### config.mk
export PLATFORM = sky130hd
export DESIGN_NAME = chop_sequencer
export DESIGN_NICKNAME = d
export VERILOG_FILES = /design/src/rtl/chop_pkg.sv /design/src/rtl/chop_sync.sv /design/src/rtl/chop_off_timer.sv /design/src/rtl/chop_blank_timer.sv /design/src/rtl/chop_sequencer.sv
export SDC_FILE = /design/constraint.sdc
export NUM_CORES = 1
export LEC_CHECK = 0
export CAP_MARGIN = 20
export CORE_MARGIN = 1.5
export CORE_UTILIZATION = 50
export DETAILED_ROUTE_END_ITERATION = 7
export PLACE_DENSITY = 0.7
export SLEW_MARGIN = 25
export SYNTH_ARGS = -nofsm -noshare
export SYNTH_HDL_FRONTEND = slang
export SYNTH_SLANG_ARGS = --single-unit
### constraint.sdc
create_clock -name clk -period 2.2 [get_ports clk]
set_input_delay 0.44 -clock clk [delete_from_list [all_inputs] [get_ports clk]]
set_output_delay 0.44 -clock clk [all_outputs]
set_load 0.01 [all_outputs]
### src/rtl/chop_pkg.sv
package chop_pkg;

    typedef enum logic [1:0] {
        ST_DRIVE = 2'd0,
        ST_FAST  = 2'd1,
        ST_SLOW  = 2'd2
    } chop_state_e;

    // Number of fast-decay cycles for a decay select value
    function automatic int unsigned fast_len(input logic [1:0] dsel,
                                             input int unsigned off_cycles,
                                             input int unsigned mix_short,
                                             input int unsigned mix_long);
        case (dsel)
            2'b00:   return 0;
            2'b01:   return mix_short;
            2'b10:   return mix_long;
            default: return off_cycles;
        endcase
    endfunction

endpackage

### src/rtl/chop_sync.sv
module chop_sync #(
    parameter int STAGES = 2
) (
    input  logic clk,
    input  logic rst,
    input  logic d_async,
    output logic d_sync
);
    logic [STAGES-1:0] chain_q;

    always_ff @(posedge clk) begin
        if (rst) chain_q <= '0;
        else     chain_q <= {chain_q[STAGES-2:0], d_async};
    end

    assign d_sync = chain_q[STAGES-1];
endmodule

### src/rtl/chop_off_timer.sv
module chop_off_timer
    import chop_pkg::*;
#(
    parameter int OFF_CYCLES = 96,
    parameter int MIX_SHORT  = 14,
    parameter int MIX_LONG   = 46
) (
    input  logic       clk,
    input  logic       rst,
    input  logic       load,
    input  logic       run,
    input  logic [1:0] dsel_in,
    output logic       fast_end,
    output logic       off_last
);
    localparam int CW = $clog2(OFF_CYCLES + 1);

    logic [CW-1:0] cnt_q;
    logic [1:0]    dsel_q;
    logic [CW-1:0] fast_lim;

    always_ff @(posedge clk) begin
        if (rst) begin
            cnt_q  <= '0;
            dsel_q <= 2'b00;
        end else if (load) begin
            cnt_q  <= '0;
            dsel_q <= dsel_in;
        end else if (run) begin
            cnt_q  <= cnt_q + 1'b1;
        end
    end

    assign fast_lim = CW'(fast_len(dsel_q, OFF_CYCLES, MIX_SHORT, MIX_LONG));
    assign fast_end = (fast_lim != '0) && (cnt_q == fast_lim - 1'b1);
    assign off_last = (cnt_q == CW'(OFF_CYCLES - 1));

    a_r4_count_bound: assert property (@(posedge clk) disable iff (rst)
        run |-> (cnt_q < CW'(OFF_CYCLES)));

    a_r9_dsel_held: assert property (@(posedge clk) disable iff (rst)
        (run && !load) |=> $stable(dsel_q));
endmodule

### src/rtl/chop_blank_timer.sv
module chop_blank_timer #(
    parameter int BLANK_SHORT = 6,
    parameter int BLANK_LONG  = 12
) (
    input  logic clk,
    input  logic rst,
    input  logic clear,
    input  logic start,
    input  logic len_sel,
    output logic busy
);
    localparam int BW = $clog2(BLANK_LONG + 1);

    logic [BW-1:0] cnt_q;
    logic [BW-1:0] len;

    assign len = len_sel ? BW'(BLANK_LONG) : BW'(BLANK_SHORT);

    always_ff @(posedge clk) begin
        if (rst)              cnt_q <= len;
        else if (clear)       cnt_q <= '0;
        else if (start)       cnt_q <= len;
        else if (cnt_q != '0) cnt_q <= cnt_q - 1'b1;
    end

    assign busy = (cnt_q != '0);

    a_r12_clear_idles: assert property (@(posedge clk) disable iff (rst)
        clear |=> !busy);

    a_r10_len_bound: assert property (@(posedge clk) disable iff (rst)
        cnt_q <= BW'(BLANK_LONG));
endmodule

### src/rtl/chop_sequencer.sv
module chop_sequencer
    import chop_pkg::*;
#(
    parameter int OFF_CYCLES  = 96,
    parameter int MIX_SHORT   = 14,
    parameter int MIX_LONG    = 46,
    parameter int BLANK_SHORT = 6,
    parameter int BLANK_LONG  = 12,
    parameter int SYNC_STAGES = 2
) (
    input  logic       clk,
    input  logic       rst,
    input  logic       trip_async,
    input  logic [1:0] decay_sel,
    input  logic       blank_sel,
    input  logic       en_in,
    input  logic       dir_in,
    output logic [1:0] phase_state,
    output logic       blank_active
);
    chop_state_e st_q, st_d;
    logic trip_s, blank_busy, fast_end, off_last;
    logic en_q, dir_q;
    logic trip_ok, off_done, blank_start;
    logic in_off;

    chop_sync #(.STAGES(SYNC_STAGES)) u_sync (
        .clk(clk), .rst(rst), .d_async(trip_async), .d_sync(trip_s)
    );

    assign in_off  = (st_q != ST_DRIVE);
    assign trip_ok = trip_s && !blank_busy && (st_q == ST_DRIVE);

    chop_off_timer #(
        .OFF_CYCLES(OFF_CYCLES), .MIX_SHORT(MIX_SHORT), .MIX_LONG(MIX_LONG)
    ) u_off (
        .clk(clk), .rst(rst), .load(trip_ok), .run(in_off),
        .dsel_in(decay_sel), .fast_end(fast_end), .off_last(off_last)
    );

    // Edge detection of the external drive controls
    always_ff @(posedge clk) begin
        en_q  <= en_in;
        dir_q <= dir_in;
    end

    assign off_done    = in_off && off_last;
    assign blank_start = off_done || (en_in && !en_q) || (dir_in != dir_q);

    chop_blank_timer #(
        .BLANK_SHORT(BLANK_SHORT), .BLANK_LONG(BLANK_LONG)
    ) u_blank (
        .clk(clk), .rst(rst), .clear(!en_in), .start(blank_start),
        .len_sel(blank_sel), .busy(blank_busy)
    );

    // Next state
    always_comb begin
        st_d = st_q;
        unique case (st_q)
            ST_DRIVE: if (trip_ok)
                st_d = (fast_len(decay_sel, OFF_CYCLES, MIX_SHORT, MIX_LONG) != 0)
                       ? ST_FAST : ST_SLOW;
            ST_FAST:  if (off_last)      st_d = ST_DRIVE;
                      else if (fast_end) st_d = ST_SLOW;
            ST_SLOW:  if (off_last)      st_d = ST_DRIVE;
            default:  st_d = ST_DRIVE;
        endcase
    end

    // State register
    always_ff @(posedge clk) begin
        if (rst) st_q <= ST_DRIVE;
        else     st_q <= st_d;
    end

    // Outputs
    always_comb begin
        phase_state  = st_q;
        blank_active = blank_busy;
    end

    a_r3_masked_trip: assert property (@(posedge clk) disable iff (rst)
        (st_q == ST_DRIVE && blank_busy) |=> (st_q == ST_DRIVE));

    a_r7_no_fast_after_slow: assert property (@(posedge clk) disable iff (rst)
        (st_q == ST_SLOW) |=> (st_q != ST_FAST));

    a_r10_blank_after_off: assert property (@(posedge clk) disable iff (rst)
        (in_off && off_last && en_in) |=> (blank_busy && st_q == ST_DRIVE));
endmodule

==> results of run 1 <==
## critical path, delay by kind of cell (launching register included)
family          cells  cell delay (ps)
simple gates        2              590
compound gates      2              500
flops               1              380
fa+ha+maj           1              280
buf+inv             1               60
## worst min path at each step
stage / cells past startpoint / from / slack (ps) / end
2_1_floorplan: 1 / u_sync.chain_q[0] / 410 / u_sync.chain_q[1]
4_1_cts: 1 / u_sync.chain_q[0] / 460 / u_sync.chain_q[1]
3_5_place_dp: 1 / u_sync.chain_q[0] / 440 / u_sync.chain_q[1]
5_1_grt: 1 / u_sync.chain_q[0] / 480 / u_sync.chain_q[1]
3_3_place_gp: 1 / u_sync.chain_q[0] / 440 / u_sync.chain_q[1]
6_report: 1 / u_sync.chain_q[0] / 460 / u_sync.chain_q[1]
## sequential cells by signal, indices dropped and copies added, names as in the netlist
signal	cells
u_off.dsel_q	2
phase_state	2
dir_q	1
u_blank.cnt_q	4
en_q	1
u_off.cnt_q	7
u_sync.chain_q	2
## metal layers
metal	global-route usage (%)	share of wire (%)	routed length (um)	up-vias
met5	0	0	0	-
met4	6.667	0.74	13	0
met3	3.462	3.0	52	2
met2	29.59	46	809	11
met1	26.48	50	879	335
li1	-	-	-	388
## through the flow
step	instance area, um2	hold slack, ps	utilization, %	setup WS, ps
floorplan	969.7	413.8	-	471.1
global placement	1116	437.0	62.60	150.2
detailed placement	1116	440.9	62.60	127.9
CTS	1147	463.4	64.35	15.67
global route	1157	481.6	64.91	151.9
finish	1157	459.9	64.91	318.9
## kinds of logic (layout without fill, tap and decap cells)
group	Yosys count	in the layout
xor gates and xnor gates	10	10
buffers and inverters	9	26
AOI/OAI and AO/OA	13	13
DFF	19	19
and+or+nand+nor	42	42
adders and majority gates	4	4
muxes	2	2
## repair_timing
action	CTS	global route
setup buffers	0	1
pin swaps	0	0
resized for setup	1	1
setup endpoints to repair	1	1
## area by class of cell
class | instances | area [um2]
fillers | 159 | 625.6
multi-input cells | 71 | 513.0
flip-flops and latches | 19 | 420.4
repair buffers | 15 | 140.1
well taps | 25 | 31.28
clock buffers | 4 | 26.28
inverters | 7 | 26.28
## placed cells by master (no fill, tap or decap), types with 2 or more instances in the layout
| cell | synthesis | final |
|---|---|---|
| nand2_1 | 5 | 5 |
| nand2b_1 | 2 | 2 |
| clkdlybuf4s50_1 | 0 | 9 |
| buf_4 | 0 | 5 |
| nor2_1 | 10 | 10 |
| xor2_1 | 6 | 6 |
| xnor2_1 | 4 | 4 |
| a21o_1 | 2 | 2 |
| or3_1 | 2 | 2 |
| nand3_1 | 2 | 2 |
| mux2i_1 | 2 | 2 |
| nor2b_1 | 3 | 3 |
| ha_1 | 4 | 4 |
| a311o_1 | 2 | 2 |
| inv_1 | 7 | 7 |
| a2111oi_0 | 2 | 2 |
| clkbuf_4 | 0 | 3 |
| nor3_1 | 3 | 3 |
| dfxtp_1 | 15 | 15 |
| nand4_1 | 4 | 4 |
| nand4b_1 | 3 | 3 |
| edfxtp_1 | 4 | 4 |
## power breakdown
group | switching [mW] | internal (mW) | total, mW
Clock | 0.101 | 0.0704 | 0.172
Sequential | 0.00823 | 0.368 | 0.376
Combinational | 0.0345 | 0.0446 | 0.0791
==> metrics.csv, run 1 <==
metric,value,unit
cp_slowest_cell,or4b_1,
startpoint,u_off.dsel_q[0],
status,completed,
synth_area,969.7,um2
leakagePower,0.4299,nW
synthTopCellsByCount,"15 x dfxtp_1, 10 x nor2_1, 7 x inv_1, 6 x xor2_1, 5 x nand2_1",
hpwl,1302,um
grt_pass1_vias,698,
r2r_slack,320,ps
die-width,47.04,um
drc,0,
h-tree-depth,1,
required,2410,ps
timing.rr.end,phase_state[1],
cpPeakStageDelay,450,ps
drive_gt1_share,12.07,%
dieArea,2213,um2
die-height,47.04,um
antenna_found_initial,0,
skew,1.098,ps
timing.max_cap.violations,0,
endpoint_kind,flip-flop,
port_buffers,10,
n_antenna_cell,0,
ys_async_sr_fraction,0,%
start_kind,flip-flop,
synth-simple-area-share,24.39,%
avgSynthCellArea,9.795,um2
instances_no_fill,141,
min_period,1881,ps
grt_max_degree,12,
worstPathCellList,inv_1 > ha_1 > or4b_1 > a211oi_2 > nand4b_1 > a221oi_2,
crit_type,reg -> reg,
dr_total_vias,736,
grtUsageTotal,19.01,%
synth-compound-area-share,11.74,%
gr-total-overflow,0,
crit_fanout,3,
synthCells,99,
clockRootBuffer,clkbuf_4,
relSlewSlack,73.02,%
setup_violations,0,
fmax,0.5316,GHz
synth_edf_count,4,
synth_top_cells_by_area,"dfxtp_1 31%, edfxtp_1 12%, xor2_1 5.4%",
clkSinkCount,19,
cts_tree,built,
synth_flop_cell,dfxtp_1,
ys_types,36,
muxShareOfSynthArea,2.065,%
p_total,0.6273,mW
vias_per_cell,5.220,
synth_adder_area_share,5.161,%
synthMostInstantiatedCell,dfxtp_1,
yosys_warnings,0,
yosys.area.top_type_share,30.97,%
dpl.cell_count,136,
ant_nets,0,
synth-xor-area-share,9.032,%
worstHoldPathType,reg -> reg,
arrival,2090,ps
fin_crit_sh,85.50,%
maxSlewViolCount,0,
reg2reg_from,u_off.dsel_q[0],
first_iter_violations,9,
hold_violations,0,
fin_nets,129,
vdd_drop_max,0.0002655,V
worst_pin_slew,394.5,ps
cts_hold_buffers,0,
reg2regPathDepth,6,
syn2layout_area_growth,19.35,%
pin_count,11,
synth_top_family_by_area,simple AND/OR/NAND/NOR gates,
cts_buffer_depth,2,
drt-wirelength-per-cell,12.44,um
core,1783,um2
cts_made_buffers,3,
synth_fp_nets,111,
start_util,54.39,%
wl,1754,um
ys_seq_area_share,43.35,%
rows,15,
synth_seq_cells,19,
clkLatencyLatePin,290,ps
rsz0062_at_grt,no,
first_pass_iters,4,
grt_first_pass_wirelength,2987,um
gp_congestion,0.8170,
fin_tns_setup,0,ps
yosys.area.top_type,dfxtp_1,
crit_end,phase_state[1],
power_density,542.0,nW/um2
cts.clk_slew.worst_paths,100,ps
(Power assumes the default switching activity.)
==> run 2: changes to the inputs <==
--- a/config.mk
+++ b/config.mk
@@ -10,6 +10,7 @@
 export CORE_UTILIZATION = 50
 export DETAILED_ROUTE_END_ITERATION = 7
 export PLACE_DENSITY = 0.7
+export REMOVE_ABC_BUFFERS = 1
 export SLEW_MARGIN = 25
 export SYNTH_ARGS = -nofsm -noshare
 export SYNTH_HDL_FRONTEND = slang
==> run 2 against run 1 <==
Utilization stayed put. Sequential power hardly changed. Worst hold slack better by 2.7 ps. Clock skew is 2.5 ps higher. Via count is 5.0% higher. Flip-flop and latch count stayed put.
==> metrics.csv, run 2 (synthesized netlist as in run 1, its figures left out) <==
metric,value,unit
gr-total-overflow,0,
hold-path-endpoint,u_sync.chain_q[1],
drive_gt1_share,12.07,%
first_iter_violations,11,
antenna_found_initial,0,
placed_cell_area,1116,um2
drt-wirelength-per-cell,13.78,um
required,2260,ps
crit_type,reg -> reg,
fin_nets,129,
start_kind,flip-flop,
power_density,547.9,nW/um2
dieArea,2213,um2
ant_nets,0,
final_cell_area,1157,um2
worst_pin_slew,458.0,ps
fin_crit_sh,88.05,%
grt_first_pass_wirelength,3229,um
reg2reg_from,u_off.cnt_q[0],
largest-register,u_off.cnt_q,
final_cell_mix,"15 x dfxtp_1, 10 x nor2_1, 9 x clkdlybuf4s50_1",
fin_tns_setup,0,ps
timing.rr.end,u_blank.cnt_q[1],
h-tree-depth,1,
timing.max_cap.violations,0,
n_antenna_cell,0,
start_util,54.39,%
vdd_drop_max,0.0003620,V
clockRootBuffer,clkbuf_4,
vias_per_cell,5.482,
leakagePower,0.4299,nW
status,completed,
first_pass_iters,4,
syn2layout_area_growth,19.35,%
setup_violations,0,
grtUsageTotal,21.64,%
worstHoldPathType,reg -> reg,
rsz0062_at_grt,no,
crit_fanout,5,
core,1783,um2
r2r_slack,260,ps
cts_made_buffers,3,
maxSlewViolCount,0,
grt_max_degree,12,
hold_start,u_sync.chain_q[0],
reg2regPathDepth,5,
pin_count,11,
wl,1943,um
port_buffers,10,
fin_util,64.91,%
hpwl,1403,um
min_period,1937,ps
cts.clk_slew.worst_paths,100,ps
endpoint_kind,flip-flop,
grt_pass1_vias,735,
cts_tree,built,
drc,0,
die-width,47.04,um
largest_register_ffs,7,
cts_hold_buffers,0,
skew,3.624,ps
clkLatencyLatePin,300,ps
hold_depth,1,
arrival,1990,ps
hold_violations,0,
reg.largest.list,"u_off.cnt_q (7), u_blank.cnt_q (4)",
rows,15,
relSlewSlack,68.68,%
dr_total_vias,773,
gp_congestion,0.8134,
final_common_cell,dfxtp_1,
clkSinkCount,19,
fmax,0.5162,GHz
die-height,47.04,um
cts_buffer_depth,2,
run 2: cell counts in the layout (fill, tap and decap cells not counted):
Identical to the previous run, type by type.
run 2: through the flow:
step | worst slack (ps) | hold WS (ps) | power, mW | cells
floorplan | 471.1 | 413.8 | 0.4224 | 97
global placement | 154.5 | 434.4 | 0.4600 | 136
detailed placement | 50.87 | 448.6 | 0.4622 | 136
CTS | 25.19 | 467.7 | 0.6377 | 140
global route | 161.7 | 482.2 | 0.6598 | 141
finish | 262.9 | 462.6 | 0.6342 | 141
run 2: routing by layer:
layer / vias up / global-route usage [%] / wire length (um)
li1: 389 / - / -
met5: - / 0 / 0
met1: 364 / 26.29 / 918
met2: 15 / 35.62 / 926
met4: 0 / 11.67 / 47
met3: 5 / 4.615 / 51
run 2: layout make-up:
cell class                 count  area, um2
fill                         165      625.6
multi-input combinational     71      513.0
sequential                    19      420.4
timing repair buffer          15      140.1
tap                           25      31.28
clock buffer                   4      26.28
inverter                       7      26.28
run 2: worst max path at each step:
stage	endpoint	start	slack, ps
finish	u_blank.cnt_q[1]	u_off.cnt_q[0]	260
global route	phase_state[1]	u_off.dsel_q[0]	160
CTS	blank_active	u_blank.cnt_q[0]	30
detailed placement	u_blank.cnt_q[3]	dir_in	50
global placement	u_blank.cnt_q[0]	dir_in	150
floorplan	phase_state[1]	u_off.dsel_q[0]	470
run 2: power breakdown:
part           switching (mW)  leakage (nW)  internal, mW  total (mW)
Combinational          0.0358         0.249        0.0447      0.0804
Clock                   0.107        0.0150        0.0708       0.177
Sequential            0.00821         0.166         0.368       0.376
run 2: worst max-delay path: stages (launching register included):
cell,delay (ps)
dfxtp_1,450
ha_1,260
nand2_1,100
nor3_1,380
a2111oi_0,190
a311o_1,310
run 2: what timing repair did:
action                                  CTS  global route
endpoints found under the setup margin    1             1
gates resized for setup                   1             1
cloned                                    0             0
buffers inserted                          0             1
==> run 3: changes to the inputs <==
--- a/config.mk
+++ b/config.mk
@@ -6,12 +6,12 @@
 export NUM_CORES = 1
 export LEC_CHECK = 0
 export CAP_MARGIN = 20
-export CORE_MARGIN = 1.5
 export CORE_UTILIZATION = 50
 export DETAILED_ROUTE_END_ITERATION = 7
-export PLACE_DENSITY = 0.7
+export PLACE_DENSITY = 0.71
 export REMOVE_ABC_BUFFERS = 1
 export SLEW_MARGIN = 25
 export SYNTH_ARGS = -nofsm -noshare
 export SYNTH_HDL_FRONTEND = slang
+export SYNTH_HIERARCHICAL = 1
 export SYNTH_SLANG_ARGS = --single-unit
==> run 3 against run 2 <==
Sequential power hardly changed. Power fell by 3.0%. Clock skew decreased by 3.0 ps. Non-clock buffer count decreased by 1. Combinational power fell by 12%. Cell count decreased by 0.71%. Synthesized cell count did not move. Design area is 1.6% lower.
==> metrics.csv, run 3 <==
metric,value,unit
status,completed,
hold_start,u_sync/chain_q[0],
hold_depth,1,
n_antenna_cell,0,
grt_pass1_vias,642,
yosys.area.top_type,dfxtp_1,
synth_area,940.9,um2
syn2layout_area_growth,21.01,%
cts_buffer_depth,2,
final.setup.worst_slack,115.9,ps
clkSinkCount,19,
fin_nets,129,
synthMostInstantiatedCell,dfxtp_1,
fin_util,65.23,%
reg2reg_from,u_off/cnt_q[0],
arrival,2130,ps
gp_congestion,0.7668,
final_cell_mix,"15 x dfxtp_1, 12 x nor2_1, 10 x clkdlybuf4s50_1",
ant_nets,0,
maxSlewViolCount,0,
ys_async_sr_fraction,0,%
h-tree-depth,1,
synth_seq_cells,19,
crit_type,reg -> reg,
leakagePower,0.4135,nW
use_met2,27.43,%
grt_first_pass_wirelength,2594,um
die-height,45.38,um
fmax,0.4798,GHz
synth-simple-area-share,23.80,%
dpl_worst_slack,40.22,ps
synth_top_family_by_area,simple AND/OR/NAND/NOR gates,
crit_buf_inv,1,
synthCells,99,
gr-total-overflow,0,
synthTopCellsByCount,"15 x dfxtp_1, 12 x nor2_1, 8 x inv_1, 6 x o21ai_0, 6 x xor2_1",
hold_violations,0,
cts_tree,built,
ys_seq_area_share,44.68,%
rows,15,
wl,1562,um
largest-register,u_off/cnt_q,
hold-path-endpoint,u_sync/chain_q[1],
reg.largest.list,"u_off/cnt_q (7), u_blank/cnt_q (4)",
worstPathCellList,ha_1 > nand4_1 > nor3b_2 > buf_4 > a21oi_1 > o21ai_0 > or3_4 > or2_1,
clockRootBuffer,clkbuf_4,
endpoint_kind,flip-flop,
grt_max_degree,11,
timing.rr.end,u_blank/cnt_q[2],
drc,0,
fin_crit_sh,94.73,%
cts_setup_buffers,0,
min_period,2084,ps
dr_total_vias,733,
synth_adder_area_share,6.649,%
power_density,540.1,nW/um2
cts_made_buffers,3,
synth-xor-area-share,7.447,%
drt-wirelength-per-cell,11.16,um
die-width,45.38,um
vdd_drop_max,0.0003543,V
vias_per_cell,5.236,
yosys_warnings,6,
cts_hold_buffers,0,
synth_flop_cell,dfxtp_1,
synth-compound-area-share,10.24,%
reg2regPathDepth,8,
first_pass_iters,4,
cpPeakStageDelay,390,ps
muxShareOfSynthArea,3.191,%
timing.max_cap.violations,0,
core,1745,um2
cpLargestDelayFamily,simple AND/OR/NAND/NOR gates,
start_util,53.91,%
ys_types,31,
crit_fanout,4,
worst_pin_slew,286.6,ps
worstHoldPathType,reg -> reg,
dieArea,2059,um2
p_total,0.6149,mW
port_buffers,10,
num-fill-cells,136,
synth_edf_count,4,
cts.clk_slew.worst_paths,100,ps
start_kind,flip-flop,
top_usage_layer,met2,
instances_no_fill,140,
cp_slowest_cell,or3_4,
yosys.area.top_type_share,31.91,%
grtUsageTotal,18.13,%
first_iter_violations,7,
r2r_slack,120,ps
avgSynthCellArea,9.504,um2
largest_register_ffs,7,
fin_hold_ws,460.1,ps
setup_violations,0,
pin_count,11,
required,2240,ps
dpl.cell_count,136,
final_common_cell,dfxtp_1,
relSlewSlack,80.89,%
synth_top_cells_by_area,"dfxtp_1 32%, edfxtp_1 13%, ha_1 6.6%",
antenna_found_initial,0,
cts_resized,0,
drive_gt1_share,12.17,%
clkLatencyLatePin,290,ps
skew,0.5842,ps
grtUsageMet1,23.80,%
use_met3,3.571,%
hpwl,1171,um
## run 3: final cells by class
cell class              instances  area [um2]  share of cell area [%]
multi-input cells              70       500.5                   43.96
flip-flops and latches         19       420.4                   36.92
repair buffers                 14       130.1                   11.43
well taps                      25       31.28                   2.747
inverters                       8       30.03                   2.637
clock buffers                   4       26.28                   2.308
## run 3: cell families after synthesis
logic type | count (synthesis)
AND/OR/NAND/NOR | 39
flip-flops | 19
AO/OA/AOI/OAI | 15
buffers and inverters | 10
XOR/XNOR | 8
adder cells (fa/ha/maj) | 5
multiplexers | 3
## run 3: power breakdown
group          switching [mW]  internal (mW)  leakage, nW
Clock                  0.0994         0.0704       0.0150
Combinational          0.0328         0.0383        0.233
Sequential            0.00648          0.368        0.166
Total                   0.139          0.476        0.413
## run 3: metal layers
| metal | part of all wire, % | vias to the layer above |
|---|---|---|
| li1 | - | 372 |
| met1 | 49 | 343 |
| met2 | 45 | 16 |
| met3 | 4.4 | 2 |
| met4 | 0.83 | 0 |
| met5 | 0 | - |
## run 3: worst max-delay path by stage
stage / startpoint / end / slack [ps] / cells after the start
after floorplan: u_off/dsel_q[1] / phase_state[1] / 240 / 7
after global placement: dir_in / u_blank/cnt_q[2] / 70 / 6
after detailed placement: dir_in / u_blank/cnt_q[0] / 40 / 6
after CTS: u_off/dsel_q[1] / phase_state[1] / 70 / 7
after global routing: u_off/dsel_q[0] / phase_state[1] / -0.5 / 7
final: u_off/cnt_q[0] / u_blank/cnt_q[2] / 120 / 8
## run 3: stage by stage
step / TNS, ps / cell area (um2)
2_1_floorplan: 0 / 933.4
3_3_place_gp: 0 / 1095
3_5_place_dp: 0 / 1095
4_1_cts: 0 / 1121
5_1_grt: -0.4790 / 1139
6_report: 0 / 1139
